--- src/rtl/seq1101_pkg.sv ---
package seq1101_pkg;

    typedef enum logic [1:0] {
        ST_EMPTY = 2'd0,
        ST_ONE   = 2'd1,
        ST_TWO   = 2'd2,
        ST_TAIL  = 2'd3
    } hist_state_t;

    typedef struct packed {
        hist_state_t st;
    } det_regs_t;

    localparam hist_state_t RESET_STATE = ST_EMPTY;

endpackage

--- src/rtl/seq1101_next.sv ---
module seq1101_next
    import seq1101_pkg::*;
(
    input  hist_state_t cur,
    input  logic        din,
    output hist_state_t nxt
);

    always_comb begin
        nxt = ST_EMPTY;
        unique case (cur)
            ST_EMPTY: nxt = din ? ST_ONE : ST_EMPTY;
            ST_ONE:   nxt = din ? ST_TWO : ST_EMPTY;
            ST_TWO:   nxt = din ? ST_TWO : ST_TAIL;
            ST_TAIL:  nxt = din ? ST_ONE : ST_EMPTY;
            default:  nxt = ST_EMPTY;
        endcase
    end

endmodule

--- src/rtl/seq1101_out.sv ---
module seq1101_out
    import seq1101_pkg::*;
(
    input  hist_state_t cur,
    input  logic        din,
    output logic        flag
);

    always_comb begin
        flag = 1'b0;
        if (cur == ST_TAIL) begin
            flag = din;
        end
    end

endmodule

--- src/rtl/seq1101_detector.sv ---
module seq1101_detector
    import seq1101_pkg::*;
(
    input  logic clk,
    input  logic rst_n,
    input  logic bit_in,
    output logic hit
);

    det_regs_t   regs_d;
    det_regs_t   regs_q;
    hist_state_t st_next;

    seq1101_next u_next (
        .cur (regs_q.st),
        .din (bit_in),
        .nxt (st_next)
    );

    seq1101_out u_out (
        .cur  (regs_q.st),
        .din  (bit_in),
        .flag (hit)
    );

    always_comb begin
        regs_d    = regs_q;
        regs_d.st = st_next;
        if (!rst_n) begin
            regs_d.st = RESET_STATE;
        end
    end

    always_ff @(posedge clk) begin
        regs_q <= regs_d;
    end

endmodule

--- config.mk ---
export PLATFORM = sky130hd
export DESIGN_NAME = seq1101_detector
export DESIGN_NICKNAME = d
export VERILOG_FILES = /design/src/rtl/seq1101_pkg.sv /design/src/rtl/seq1101_next.sv /design/src/rtl/seq1101_out.sv /design/src/rtl/seq1101_detector.sv
export SDC_FILE = /design/constraint.sdc
export NUM_CORES = 1
export LEC_CHECK = 0
export ABC_AREA = 1
export CORE_AREA = 4 4 41 43
export DETAILED_ROUTE_END_ITERATION = 8
export DIE_AREA = 0 0 45 47
export GPL_TIMING_DRIVEN = 0
export HOLD_SLACK_MARGIN = 0.06
export SYNTH_ARGS = -nofsm -noshare
export SYNTH_HDL_FRONTEND = slang
export SYNTH_SLANG_ARGS = --single-unit
--- constraint.sdc ---
create_clock -name clk -period 2 [get_ports clk]
set_input_delay 0.4 -clock clk [delete_from_list [all_inputs] [get_ports clk]]
set_output_delay 0.4 -clock clk [all_outputs]
set_load 0.05 [all_outputs]
==> impl_metrics.tcl <==
set metrics [dict create \
    viasPerCell 3.20 \
    antennaDiodeCount 0 \
    final_max_slew_viol_count 0 \
    htreeDepth 1 \
    clk-insertion-delay-late_ns 0.22 \
    yosys_warnings 0 \
    synth_nets 25 \
    start_kind "input pin" \
    top_regs "regs_q (2)" \
    dr.pass1.iters 1 \
    cp_slowest_cell "clkdlybuf4s50_1" \
    largest_reg_flops 2 \
    wl_um 217 \
    skew_ns 0.000176 \
    grt_use_met2 0.0480 \
    arrival_ns 1.52 \
    status "completed" \
    wl_per_cell_um 5.43 \
    track_usage 0.0315 \
    yosysSeqAreaShare 0.302 \
    synth_top_area_share 0.302 \
    total_leakage_power_nw 0.111 \
    io_pins 4 \
    critPathRequiredTime_ns 1.60 \
    met1_usage 0.0181 \
    antenna_found_initial 0 \
    drt_iter0_drc 0 \
    num_vias 128 \
    overflow 0 \
    clock-sinks 2 \
    max_freq_ghz 0.520 \
    multi_input_area_sq_um 73.8 \
    fin_crit_sh 0.962 \
    yosys-top-cells-count "inv_1, nand2_1, ha_1, nor2_1, dfxtp_1" \
    io_buffers 3 \
    ys_ff_latch 2 \
    ir_drop_mv 0.0870 \
    regArea_sq_um 40.0 \
    cts_made_buffers 3 \
    cp.buffers_inverters 3 \
    stdcell_count 40 \
    areaGrowthSynthToFinish_pct 53.8 \
    setup_viol 0 \
    design_area_sq_um 204 \
    grt_max_degree 5 \
    drtAntennaViolNets 0 \
    yosys.area.top_type "dfxtp_1" \
    syn_avg_cell_area_sq_um 6.98 \
    grt-busiest-layer "met4" \
    synthCells 19 \
    fp.dieW_um 45 \
    slew_headroom 0.681 \
    endpoint_kind "primary output" \
    dpl_cell_area_sq_um 181 \
    worst_pin_slew_ns 0.481 \
    nFillCells 160 \
    synth_edf_count 0 \
    reg2reg_depth 6 \
    dp_hpwl_um 168 \
    die_height_um 47 \
    ys_types 6 \
    grtUsageMet3 0.0115 \
    p_total_w 0.000157 \
    synthTopCellsByArea "dfxtp_1, ha_1, inv_1" \
    dieArea_sq_um 2120 \
    maxCapViolCount 0 \
    final_nets 33 \
    num_rows 13 \
    hold_viol_final 0 \
    cts_root_buf "clkbuf_4" \
    netlist_area_sq_um 133 \
    core_area_sq_um 1300 \
    crit_type "input pin to primary output" \
    cp_max_fo 4 \
    path_clk_slew_ns 0.03 \
    min_path_type "flop to flop" \
    slowest_delay_ns 0.53 \
    largest-register "regs_q" \
    cp.depth 4 \
    power_per_cell_area_nw_per_um2 770 \
    place_inst 37 \
    hold_path_depth 3 \
    drive_above_1_share 0.160 \
    grt_pass1_vias 133 \
    gp_congestion 0.582 \
    path_cells "clkdlybuf4s50_1 > nand2_1 > inv_1 > clkdlybuf4s15_1" \
    rsz0062_at_grt "no" \
    fin_crit_ns 1.92 \
    postCtsSetupRepairBufs 0 \
    path_delay_family "buffers and inverters" \
    clockBufferDepth 2 \
    cts_tree "yes" \
    initial_core_util 0.102 \
    synthFlopType "dfxtp_1" \
    drcViolationCount 0 \
    synth-async-reset-ratio 0 \
    grt_pass1_wl_um 393 \
]
[worst register-to-register path, delay by kind of cell (launching register included)]
kind	cells	cell delay [ns]
buffers and inverters	2	0.10
adders and majority gates	1	0.28
DFF	1	0.34
and+or+nand+nor	3	0.14
[cells by family after synthesis]
logic type               after synthesis  synth area share
AND/OR/NAND/NOR                        9             0.274
buffers and inverters                  5             0.142
adder cells (fa/ha/maj)                3             0.283
flip-flops                             2             0.302
[final cells by class]
type	instances	area share
multi-input combinational	12	0.362
sequential	2	0.196
timing repair buffer	3	0.147
clock buffer	3	0.110
inverter	5	0.0920
tap	15	0.0920
[cell usage in the layout (no fill, tap or decap)]
cell type	Yosys	routed
inv_1	5	5
nand2_1	5	5
nor2_1	3	3
ha_1	3	3
clkbuf_4	0	3
clkdlybuf4s50_1	0	2
dfxtp_1	2	2
nor2_2	1	1
clkdlybuf4s15_1	0	1
[path summary, 6_finish.rpt]
check / from / slack (ns) / to
min reg2reg: regs_q[1] / 0.69 / regs_q[0]
max: bit_in / 0.08 / hit
max reg2reg: regs_q[0] / 1.04 / regs_q[0]
min: regs_q[1] / 0.69 / regs_q[0]
[through the flow]
step           hold slack, ns  worst slack, ns  setup TNS [ns]  utilization
2_1_floorplan           0.520            0.780               0            -
3_3_place_gp            0.695           -0.222          -0.222        0.139
3_5_place_dp            0.692           -0.230          -0.230        0.139
4_1_cts                 0.703           0.0362               0        0.156
5_1_grt                 0.728          0.00623               0        0.157
6_report                0.687           0.0770               0        0.157
[report_power, final]
group | internal (W) | leakage, nW | total [W] | switching, W
Sequential | 0.0000440 | 0.0165 | 0.0000468 | 0.00000284
Clock | 0.0000661 | 0.0138 | 0.0000873 | 0.0000212
Combinational | 0.0000110 | 0.0811 | 0.0000228 | 0.0000119
[layer usage]
layer | share of wire | vias to the layer above | wire, um
met2 | 0.53 | 3 | 114
met4 | 0 | 0 | 0
li1 | - | 66 | -
met3 | 0.069 | 0 | 15
met5 | 0 | - | 0
met1 | 0.40 | 59 | 87
[timing repair]
item | in CTS | in global routing
endpoints found under the setup margin | 1 | 1
resized for setup | 1 | 1
hold buffers | 0 | 0
pin swaps | 0 | 0
No activity file was read; power rests on OpenSTA's default activity.
